===== src/rtl/prf_pkg.sv =====
package prf_pkg;
  localparam int unsigned MB_SHIFT = 20;
  localparam int unsigned LINE_4G  = 32;

  typedef enum logic [2:0] {
    SEL_LO_BASE = 3'd0,
    SEL_LO_LAST = 3'd1,
    SEL_HI_BASE = 3'd2,
    SEL_HI_LAST = 3'd3,
    SEL_CTRL    = 3'd4
  } cfg_sel_e;

  localparam int unsigned CTRL_LO_ARM = 0;
  localparam int unsigned CTRL_HI_ARM = 1;
  localparam int unsigned CTRL_LOCK   = 2;
endpackage


===== src/rtl/prf_regs.sv =====
module prf_regs
  import prf_pkg::*;
#(
  parameter int unsigned IDX_W = 44
) (
  input  logic             clk,
  input  logic             rst_n,
  input  logic             we,
  input  logic [2:0]       sel,
  input  logic [IDX_W-1:0] wr_idx,
  input  logic [2:0]       wr_ctrl,
  output logic [1:0]       arm,
  output logic [1:0][IDX_W-1:0] base,
  output logic [1:0][IDX_W-1:0] last,
  output logic             err
);
  localparam logic [IDX_W-1:0] LINE_IDX = IDX_W'(64'd1 << (LINE_4G - MB_SHIFT));

  logic locked;
  logic lo_ok, hi_ok;

  // Placement rules checked at the moment of arming
  assign lo_ok = (last[0] < LINE_IDX) && (base[0] <= last[0]);
  assign hi_ok = (base[1] >= LINE_IDX) && (base[1] <= last[1]);

  always_ff @(posedge clk) begin
    if (!rst_n) begin
      arm    <= '0;
      base   <= '0;
      last   <= '0;
      locked <= 1'b0;
      err    <= 1'b0;
    end else if (we && !locked) begin
      case (cfg_sel_e'(sel))
        SEL_LO_BASE: if (!arm[0]) base[0] <= wr_idx;
        SEL_LO_LAST: if (!arm[0]) last[0] <= wr_idx;
        SEL_HI_BASE: if (!arm[1]) base[1] <= wr_idx;
        SEL_HI_LAST: if (!arm[1]) last[1] <= wr_idx;
        SEL_CTRL: begin
          arm[0] <= wr_ctrl[CTRL_LO_ARM] && lo_ok;
          arm[1] <= wr_ctrl[CTRL_HI_ARM] && hi_ok;
          locked <= wr_ctrl[CTRL_LOCK];
          if ((wr_ctrl[CTRL_LO_ARM] && !lo_ok) || (wr_ctrl[CTRL_HI_ARM] && !hi_ok))
            err <= 1'b1;
        end
        default: ;
      endcase
    end
  end
endmodule


===== src/rtl/prf_window.sv =====
module prf_window
  import prf_pkg::*;
#(
  parameter int unsigned AW    = 64,
  parameter int unsigned IDX_W = AW - MB_SHIFT
) (
  input  logic             armed,
  input  logic [IDX_W-1:0] base,
  input  logic [IDX_W-1:0] last,
  input  logic [AW-1:0]    first_b,
  input  logic [AW-1:0]    last_b,
  output logic             hit
);
  logic [AW-1:0] win_lo, win_hi;
  assign win_lo = {base, {MB_SHIFT{1'b0}}};
  assign win_hi = {last, {MB_SHIFT{1'b1}}};
  assign hit = armed && (base <= last) && (first_b <= win_hi) && (last_b >= win_lo);
endmodule


===== src/rtl/prf_viol_cnt.sv =====
module prf_viol_cnt #(
  parameter int unsigned CNT_W = 8
) (
  input  logic             clk,
  input  logic             rst_n,
  input  logic             inc,
  output logic [CNT_W-1:0] cnt
);
  always_ff @(posedge clk) begin
    if (!rst_n)                cnt <= '0;
    else if (inc && !(&cnt))   cnt <= cnt + 1'b1;
  end
endmodule


===== src/rtl/prf_filter.sv =====
module prf_filter
  import prf_pkg::*;
#(
  parameter int unsigned AW    = 64,
  parameter int unsigned LEN_W = 16,
  parameter int unsigned CNT_W = 8
) (
  input  logic             clk,
  input  logic             rst_n,
  input  logic             cfg_we,
  input  logic [2:0]       cfg_sel,
  input  logic [AW-1:0]    cfg_wdata,
  input  logic             req_valid,
  output logic             req_ready,
  input  logic [AW-1:0]    req_addr,
  input  logic [LEN_W-1:0] req_len_m1,
  input  logic             req_write,
  output logic             vrd_valid,
  input  logic             vrd_ready,
  output logic             vrd_block,
  output logic             vrd_fill_ones,
  output logic             vrd_drop,
  output logic             cfg_err,
  output logic [CNT_W-1:0] viol_cnt
);
  localparam int unsigned IDX_W = AW - MB_SHIFT;
  localparam int unsigned NWIN  = 2;

  logic [NWIN-1:0]            arm;
  logic [NWIN-1:0][IDX_W-1:0] base, last;
  logic [NWIN-1:0]            win_hit;
  logic                       unused_wdata;
  logic [AW:0]                end_sum;
  logic [AW-1:0]              last_byte;
  logic                       accept, hit;

  assign unused_wdata = ^cfg_wdata[MB_SHIFT-1:3];

  prf_regs #(.IDX_W(IDX_W)) u_regs (
    .clk(clk), .rst_n(rst_n), .we(cfg_we), .sel(cfg_sel),
    .wr_idx(cfg_wdata[AW-1:MB_SHIFT]), .wr_ctrl(cfg_wdata[2:0]),
    .arm(arm), .base(base), .last(last), .err(cfg_err)
  );

  // End address saturates at the top of the space instead of wrapping
  assign end_sum   = {1'b0, req_addr} + (AW+1)'(req_len_m1);
  assign last_byte = end_sum[AW] ? '1 : end_sum[AW-1:0];

  for (genvar g = 0; g < NWIN; g++) begin : g_win
    prf_window #(.AW(AW), .IDX_W(IDX_W)) u_win (
      .armed(arm[g]), .base(base[g]), .last(last[g]),
      .first_b(req_addr), .last_b(last_byte), .hit(win_hit[g])
    );
  end

  assign hit       = |win_hit;
  assign req_ready = !vrd_valid || vrd_ready;
  assign accept    = req_valid && req_ready;

  always_ff @(posedge clk) begin
    if (!rst_n) begin
      vrd_valid     <= 1'b0;
      vrd_block     <= 1'b0;
      vrd_fill_ones <= 1'b0;
      vrd_drop      <= 1'b0;
    end else if (accept) begin
      vrd_valid     <= 1'b1;
      vrd_block     <= hit;
      vrd_fill_ones <= hit && !req_write;
      vrd_drop      <= hit && req_write;
    end else if (vrd_ready) begin
      vrd_valid     <= 1'b0;
    end
  end

  prf_viol_cnt #(.CNT_W(CNT_W)) u_cnt (
    .clk(clk), .rst_n(rst_n), .inc(accept && hit), .cnt(viol_cnt)
  );
endmodule


===== config.mk =====
export PLATFORM = sky130hd
export DESIGN_NAME = prf_filter
export DESIGN_NICKNAME = d
export VERILOG_FILES = /design/src/rtl/prf_pkg.sv /design/src/rtl/prf_regs.sv /design/src/rtl/prf_window.sv /design/src/rtl/prf_viol_cnt.sv /design/src/rtl/prf_filter.sv
export SDC_FILE = /design/constraint.sdc
export NUM_CORES = 1
export LEC_CHECK = 0
export ABC_AREA = 1
export BUFFER_PORTS_ARGS = -buffer_cell sky130_fd_sc_hd__buf_2
export CAP_MARGIN = 20
export CORE_MARGIN = 3
export CORE_UTILIZATION = 40
export DETAILED_ROUTE_END_ITERATION = 7
export MAX_ROUTING_LAYER = met4
export PLACE_DENSITY_LB_ADDON = 0.05
export SYNTH_ARGS = -nofsm -noshare
export SYNTH_HDL_FRONTEND = slang
export SYNTH_HIERARCHICAL = 1
export SYNTH_SLANG_ARGS = --single-unit

===== constraint.sdc =====
create_clock -name clk -period 5.8 [get_ports clk]
set_input_delay 0.29 -clock clk [delete_from_list [all_inputs] [get_ports clk]]
set_output_delay 0.29 -clock clk [all_outputs]
set_load 0.02 [all_outputs]

---- After elaboration in Yosys (flattened, before gate mapping) ----
Index checks and enable logic that the tools add are counted.
W data, S select, Z words.
word-level totals
  memory bits (writable) .................. 0
  register bits ........................... 192
  latch bits .............................. 0
  word-level logic and storage cells ...... 67
  memories ................................ 0
  memory bits (read-only) ................. 0
  output and inout port bits .............. 14
  input bits .............................. 153
operators by class
  divide/modulo/power cells ............... 0
  shift operators ......................... 0
  muxes and demuxes ....................... 3
  $lt $le $gt $ge ......................... 8
  $add $sub $neg .......................... 2
  reduce and logical (&&, ||, !) cells .... 36
  bitwise operators ....................... 2
  equality and inequality tests ........... 4
  multiply operators ...................... 0
operators by type and width
  cell                    count
  $ge A64 B64 Y1          2
  $le A64 B64 Y1          2
  $le A44 B44 Y1          2
  $add A64 B16 Y65        1
  $mux W64                1
  $ge A44 B13 Y1 const B  1
  $lt A44 B13 Y1 const B  1
  $logic_and A1 B1 Y1     18
  $reduce_and A3 Y1       5
  $add A8 B1 Y8 const B   1
  $reduce_and A8 Y1       1
  $eq A3 B2 Y1 const B    2
  $logic_not A1 Y1        6
  $eq A3 B1 Y1 const B    1
  $eq A3 B3 Y1 const B    1
  $logic_not A3 Y1        1
  $logic_or A1 B1 Y1      2
  $mux W1                 2
  $not A1 Y1              2
  $reduce_and A2 Y1       1
  $reduce_bool A2 Y1      1
  $reduce_or A2 Y1        1

---- Longest topological paths before layout ----
Gate-level depths: netlist (run 1).
  depth after elaboration ................. 7
  depth in mapped cells ................... 33
  gate-level depth less buffers ........... 32

---- Hierarchy ----
The synthesis (run 1) kept the hierarchy.
modules (own cells, without submodules)
  module                        sequential area each (um^2)  cells each  times used  area each (um^2)
  prf_regs                      3603.5                       1141        1           8610.8
  prf_window at g_win[1].u_win  0.0                          580         1           3599.7
  prf_window at g_win[0].u_win  0.0                          579         1           3598.5
  prf_filter                    80.1                         713         1           3492.1
  prf_viol_cnt                  160.2                        73          1           478.0

---- Worst setup path after synthesis (run 1) ----
No wires, ideal clock.
  path kind ............................... input -> register
  from .................................... in req_addr[0]
  to ...................................... reg u_cnt.cnt[7]
  stages on the path ...................... 29
  path buffers ............................ 2
  path slack .............................. 2.009 ns
  arrival time ............................ 3.677 ns
  data required time ...................... 5.686 ns
  library setup time ...................... 0.114 ns
  path through ............................ ha_1 > fa_1 > nand2_1 > inv_1 > nand2_1 > nand2_2 > nand2_1 > nand2_2 > nand3_1 > nand2_2 > nand3_4 > buf_6 > nand3_2 > ha_1 > nand2_1 > nor3_2 > nand3_2 > nor2_2 > nor3b_2 > nor2_1 > nor2_1 > nor2_1 > nor2_1 > buf_4 > nand2_2 > nor2_4 > nand3_1 > a21oi_1 > nor2_1
between the ends
  cells in the longest elaborated chain, start to end .. 7
  elaborated cells between the ends (all ways) .. 13
  those cells by class .................... 1 x add/sub; 4 x order compare; 1 x mux; 7 x reduce/logical
RTL lines
  what                  line                RTL
  start, declared       prf_filter.sv:15    input logic [AW-1:0] req_addr,
  $add A64 B16 Y65      prf_filter.sv:46    assign end_sum = {1'b0, req_addr} + (AW+1)'(req_len_m1);
  $mux W64              prf_filter.sv:47    assign last_byte = end_sum[AW] ? '1 : end_sum[AW-1:0];
  via last_byte[61]     prf_filter.sv:34    logic [AW-1:0] last_byte;
  $ge A64 B64 Y1        prf_window.sv:17    assign hit = armed && (base <= last) && (first_b <= win_hi) && (last_b >= win_lo);
  $logic_and A1 B1 Y1   prf_window.sv:17
  via win_hit[0]        prf_filter.sv:31    logic [NWIN-1:0] win_hit;
  $reduce_or A2 Y1      prf_filter.sv:56    assign hit = |win_hit;
  $logic_and A1 B1 Y1   prf_filter.sv:77    .clk(clk), .rst_n(rst_n), .inc(accept && hit), .cnt(viol_cnt)
  $logic_and A1 B1 Y1   prf_viol_cnt.sv:11  else if (inc && !(&cnt)) cnt <= cnt + 1'b1;
  end signal, assigned  prf_viol_cnt.sv:11
  end, declared         prf_viol_cnt.sv:7   output logic [CNT_W-1:0] cnt
The timed path passes the listed nets, and every way through them passes these cells.
A chain may end at the register's enable or synchronous reset.

---- Worst setup path in the final report (run 1) ----
  from .................................... in req_addr[15]
  to ...................................... reg u_cnt.cnt[2]
The elaborated chain is that of the path after synthesis.

==> impl_metrics.json, run 1 <==
{
  "status": "complete, no violations",
  "cts_tree": "done",
  "seqCellArea_um2": 3840,
  "cts_buffers": 17,
  "tightest_slew_ns": 1.01,
  "drtAntennaViolNets": 0,
  "seq_area_frac_synth": 0.194,
  "fp.dieW_um": 228,
  "ir_worst_vdd_mv": 0.230,
  "worst_ep_arrival_time_ns": 5.03,
  "post_cts_buffers": 0,
  "ys.flop_type": "dfxtp_1",
  "cp_slowest_cell": "nand3_4",
  "cpLargestDelayFamily": "simple AND/OR/NAND/NOR gates",
  "synth_edf_count": 0,
  "dp_hpwl_um": 58000,
  "wl_per_cell_um": 18.4,
  "fin_skew_ns": 0.0322,
  "overflow": 0,
  "yosysTopAreaCell": "ha_1",
  "root_buffer": "clkbuf_16",
  "pre_cts_slack_ns": 0.682,
  "grt_pass1_vias": 18700,
  "antenna_found_initial": 2,
  "ctsResizeCount": 0,
  "htreeDepth": 4,
  "worst-path-max-fanout": 28,
  "grt_usage": 0.277,
  "worstHoldPathCells": 3,
  "port_buffers": 149,
  "drt-total-wl_um": 71200,
  "report.final.slew_viol_count": 0,
  "finalPower_mw": 3.89,
  "rsz0062_at_grt": "no",
  "die_area_um2": 52200,
  "cpPeakStageDelay_ns": 0.46,
  "finalNetCount": 3723,
  "synth_top_area_share": 0.233,
  "reg2reg_depth": 17,
  "end_kind": "register",
  "clk_latency_ns": 0.51,
  "syn_area_um2": 19800,
  "timing.fmax_ghz": 0.215,
  "vias": 20000,
  "start_util": 0.410,
  "fillers": 5297,
  "drc": 0,
  "post-place-cells": 3836,
  "r2r_start": "u_regs/last[43]",
  "synth_cells": 3086,
  "worstSetupPathType": "in -> reg",
  "synth_area_leaders": "ha_1 (23%), dfxtp_1 (19%), nand2_1 (14%)",
  "yosys_warnings": 6,
  "cts.clk_slew.worst_paths_ns": 0.07,
  "synth_seq_cells": 192,
  "p_leak_nw": 10.5,
  "avgSynthCellArea_um2": 6.41,
  "finalSetupViolCount": 0,
  "fin_cells": 3871,
  "synth_cell_types": 40,
  "core_area_um2": 48200,
  "critPathLaunchType": "primary input",
  "grt_max_degree": 89,
  "critPathRequiredTime_ns": 6.18,
  "worstHoldStart": "cfg_wdata[2]",
  "min_to": "u_regs/locked",
  "async_reset_ff_frac": 0,
  "fin_ws_ns": 1.15,
  "hold_ws_ns": 0.0409,
  "syn_nets": 3609,
  "min_path_type": "in -> reg",
  "placed_area_um2": 21100,
  "rows": 80,
  "worst_path_most_repeated_cell": "nor2_1",
  "multi_input_area_um2": 13700,
  "finalHoldViolations": 0,
  "drive_gt1_frac": 0.0878,
  "fin_util": 0.451,
  "clock-sinks": 192,
  "fp.dieH_um": 228,
  "reg2reg_setup_slack_ns": 2.24,
  "cts_buffer_depth": 2,
  "slew-limit-headroom": 0.330,
  "period_share": 0.801,
  "initialDrtViolationCount": 1494,
  "tns_ns": 0,
  "cts_hold_buf": 0,
  "critical_path_buf_inv_count": 2,
  "stdcell_area_um2": 21800,
  "gp_congestion": 1.00,
  "dr.pass1.iters": 6,
  "cap_violations": 0,
  "grt_pass1_wl_um": 108000,
  "area.growth.synth_to_final_pct": 10.1,
  "r2r-end": "vrd_fill_ones",
  "crit_chain": "buf_2, ha_1, a21oi_1, o21ai_0, a21oi_1, nand2_2, nand3_4, nand3_2, ha_1, nand2_1, nor3_2, nand2_1, nor2_1, nor3b_2, nor2_1, nor2_1, nor2_1, nor2_1, buf_4, nand2_1, nand3b_1, nand2_1, nor2_2",
  "num_io_pins": 167,
  "via_per_inst": 5.17,
  "final.min_clock_period_ns": 4.65,
  "power_density_nw_per_um2": 178
}
==> sequential cells by signal (all words and copies together), names as in the netlist, 2 cells and up <==
signal / count
u_cnt/cnt: 8
u_regs/arm: 2
u_regs/base: 88
u_regs/last: 88
==> area by class of cell <==
type / instances / share of cell area
antenna: 3 / 0.000345
tap: 656 / 0.0377
multi-input combinational: 2304 / 0.627
timing repair buffer: 161 / 0.0391
clock buffer: 19 / 0.0203
inverter: 524 / 0.0904
sequential: 192 / 0.177
clock inverter: 12 / 0.00839
==> synthesized netlist by cell type, types with 2 or more instances <==
| library cell | count |
|---|---|
| nor3_1 | 32 |
| and2_1 | 5 |
| nand2_1 | 757 |
| buf_4 | 2 |
| a21o_1 | 10 |
| ha_1 | 369 |
| nand3_1 | 194 |
| inv_2 | 7 |
| nand2_4 | 2 |
| nor2_2 | 6 |
| nor3_4 | 2 |
| o21a_1 | 12 |
| buf_2 | 7 |
| nor3_2 | 9 |
| inv_1 | 516 |
| or2_2 | 2 |
| nor2_4 | 10 |
| nor3b_2 | 2 |
| buf_6 | 9 |
| nor2_1 | 286 |
| nand3_2 | 31 |
| xor2_1 | 13 |
| clkbuf_1 | 47 |
| nor4_1 | 24 |
| dfxtp_1 | 192 |
| nand4_1 | 47 |
| nand3b_1 | 10 |
| nand4_2 | 3 |
| o21ai_0 | 160 |
| nand2_2 | 14 |
| a21oi_1 | 292 |
| o21bai_1 | 6 |
==> worst min-delay path, cell delays in order <==
cell	delay, ns
buf_2	0.10
nand2_1	0.06
a21oi_1	0.05
==> cell usage in the layout, fill, tap and decap left out, drive strengths merged, types with 5 or more instances in the layout <==
cell / count
a21oi: 292
and2: 6
a21o: 10
dfxtp: 192
ha: 369
inv: 525
nor4: 24
o21a: 12
o21ai: 160
nor3: 43
nand2: 773
nor2: 302
nand3: 226
xor2: 13
clkinvlp: 5
o21bai: 6
nand3b: 10
clkbuf: 19
buf: 161
nand4: 50
==> layer usage <==
metal,vias to the layer above,track usage,wire length [um]
met2,440,0.441,32500
met4,0,0.0768,1520
met1,9222,0.364,33400
li1,10300,-,-
met3,65,0.0431,3810
met5,-,-,0
==> worst max-delay path by stage <==
stage                  from      endpoint  slack, ns  depth (start not counted)
3_5_place_dp    req_addr[0]  u_cnt/cnt[7]       0.68                         31
4_1_cts         req_addr[0]  u_cnt/cnt[2]       1.24                         28
2_1_floorplan   req_addr[0]  u_cnt/cnt[7]       2.01                         29
5_1_grt        req_addr[15]  u_cnt/cnt[7]       0.71                         26
6_report       req_addr[15]  u_cnt/cnt[2]       1.15                         23
3_3_place_gp    req_addr[0]  u_cnt/cnt[7]       0.69                         29
==> cells by family after synthesis <==
group / synth area share
AOI/OAI and AO/OA: 0.125
xor gates and xnor gates: 0.00576
adders and majority gates: 0.234
buffers and inverters: 0.116
DFF: 0.194
and+or+nand+nor: 0.324
==> power breakdown <==
group / internal, mW / total (mW) / leakage, nW / switching, mW
clock network: 0.732 / 1.32 / 0.290 / 0.584
registers: 1.36 / 1.40 / 1.56 / 0.0442
logic: 0.394 / 1.17 / 8.65 / 0.772
Note: power is estimated with default switching activity, not from simulation.
==> run 2, diff against run 1 <==
clock period = 4.8 ns   (was 5.8 ns; I/O delays follow)
==> run 2 against run 1 <==
Wire length up 2.6%. Critical endpoint is now u_cnt/cnt[7]. Combinational power up 22%. First-iteration DRC count down 8.2%. Core utilization up 0.51 points. Highest routed layer unchanged. Register-to-register slack worse by 1.2 ns.
==> impl_metrics.json, run 2 (same netlist as run 1, synthesis figures left out) <==
{
  "status": "complete, no violations",
  "drc": 0,
  "finalHoldViolations": 0,
  "fin_skew_ns": 0.0141,
  "power_density_nw_per_um2": 208,
  "tns_ns": 0,
  "clk_latency_ns": 0.50,
  "hold_ws_ns": 0.0437,
  "worst_ep_arrival_time_ns": 4.70,
  "slew-limit-headroom": 0.372,
  "cts_tree": "done",
  "cts_buffer_depth": 2,
  "worstSetupPathType": "in -> reg",
  "antenna_found_initial": 0,
  "clkPwrFrac": 0.316,
  "dp_hpwl_um": 59800,
  "drtAntennaViolNets": 0,
  "grt_max_degree": 89,
  "worstHoldPathCells": 3,
  "critPathRequiredTime_ns": 5.19,
  "layout_commonest_cell": "nand2_1",
  "fillers": 5272,
  "ir_worst_vdd_mv": 0.222,
  "fp.dieW_um": 228,
  "layout_common_cells": "nand2_1 (756), inv_1 (516), ha_1 (369), a21oi_1 (292), nor2_1 (286)",
  "initialDrtViolationCount": 1371,
  "grt_pass1_vias": 19100,
  "rows": 80,
  "p_leak_nw": 10.7,
  "overflow": 0,
  "cts.clk_slew.worst_paths_ns": 0.08,
  "antenna_cells": 0,
  "via_per_inst": 5.12,
  "timing.fmax_ghz": 0.232,
  "reg2reg_depth": 17,
  "cap_violations": 0,
  "m1WireLength_um": 34700,
  "multi_input_area_um2": 13700,
  "seqCellArea_um2": 3840,
  "clock-sinks": 192,
  "placed_area_um2": 21400,
  "power.internal_mw": 2.81,
  "htreeDepth": 4,
  "dr_wl_met3_um": 4370,
  "top_regs": "u_regs/base (88), u_regs/last (88), u_cnt/cnt (8)",
  "die_area_um2": 52200,
  "fin_cells": 3906,
  "grt_usage": 0.285,
  "drive_gt1_frac": 0.0982,
  "met2WireLength_um": 31900,
  "root_buffer": "clkbuf_16",
  "start_util": 0.410,
  "period_share": 0.899,
  "core_area_um2": 48200,
  "end_kind": "register",
  "port_buffers": 149,
  "vias": 20000,
  "post-place-cells": 3872,
  "wl_per_cell_um": 18.7,
  "top_layer": "met4",
  "drt-total-wl_um": 73100,
  "cts_buffers": 17,
  "final.min_clock_period_ns": 4.32,
  "grt_pass1_wl_um": 111000,
  "fin_util": 0.456,
  "area.growth.synth_to_final_pct": 11.3,
  "p_switching_mw": 1.77,
  "critPathLaunchType": "primary input",
  "num_io_pins": 167,
  "p_sw_frac": 0.386,
  "dr.pass1.iters": 5,
  "tightest_slew_ns": 0.939,
  "worst-path-max-fanout": 6,
  "gp_congestion": 0.935,
  "report.final.slew_viol_count": 0,
  "stdcell_area_um2": 22000,
  "min_path_type": "in -> reg",
  "rsz0062_at_grt": "no",
  "finalSetupViolCount": 0,
  "pwr-share-seq": 0.370,
  "p_comb_frac": 0.314,
  "finalNetCount": 3761,
  "fp.dieH_um": 228
}
## run 2: cell count changes in the layout (fill, tap and decap cells not counted)
cell / before / now
clkbuf_1: 1 / 0
clkinvlp_4: 5 / 4
dlygate4sd3_1: 0 / 2
bufinv_16: 4 / 0
inv_6: 1 / 4
buf_4: 12 / 45
buf_12: 1 / 4
inv_8: 1 / 3
diode_2: 3 / 0
clkinv_2: 1 / 2
clkbuf_8: 1 / 0
clkinv_8: 0 / 1
## run 2: power groups by stage
stage | clock network, mW | registers [mW] | logic [mW]
after detailed placement | 0 | 1.73 | 1.42
after global placement | 0 | 1.73 | 1.39
final | 1.45 | 1.70 | 1.43
after global routing | 1.55 | 1.70 | 1.62
after floorplan | 0 | 1.71 | 0.908
after CTS | 1.49 | 1.69 | 1.43
## run 2: final timing paths
| kind | startpoint | slack [ns] | to |
|---|---|---|---|
| max | req_addr[0] | 0.48 | u_cnt/cnt[7] |
| min reg2reg | u_regs/locked | 0.47 | u_regs/locked |
| min | cfg_wdata[36] | 0.04 | u_regs/base[16] |
| max reg2reg | u_regs/last[43] | 1.08 | u_cnt/cnt[7] |
## run 2: area by class of cell
cell class,count,share of cell area
inverters,524,0.0894
well taps,656,0.0373
repair buffers,199,0.0535
clock buffers,17,0.0193
flip-flops and latches,192,0.175
multi-input cells,2304,0.620
clock inverters,14,0.00568
## run 2: worst max-delay path, cell delays in order
cell and delay [ns]:
buf_2 0.11, ha_1 0.22, fa_1 0.39, nand2_1 0.08, inv_1 0.05, nand2_1 0.07
nand2_2 0.07, nand3_1 0.08, nand3_1 0.15, nand2_1 0.12, nand2_1 0.27, nand3_1 0.19
nand3_2 0.12, ha_1 0.29, nand2_1 0.06, nor3_1 0.40, nand2_1 0.19, nor2_1 0.19
nor3b_2 0.19, nor2_1 0.07, nor2_1 0.10, nor2_1 0.14, nor2_1 0.37, nand2_2 0.13
nor2_4 0.15, nand3_1 0.09, a21oi_1 0.14, nor2_1 0.05
## run 2: per-layer routing
layer | global-route usage | vias up
met3 | 0.0464 | 88
li1 | - | 10300
met4 | 0.0894 | 0
met5 | - | -
met1 | 0.380 | 9053
met2 | 0.442 | 525
## run 2: stage by stage
step / power [mW] / worst slack [ns]
finish: 4.58 / 0.483
global route: 4.87 / 0.000766
CTS: 4.62 / 0.570
detailed placement: 3.15 / 0.0413
global placement: 3.12 / 0.102
floorplan: 2.62 / 1.06
## run 2: what timing repair did
action	4_1_cts	5_1_grt
endpoints found under the hold margin	2	0
hold buffers	2	0
resized for setup	0	0
setup buffers	0	0
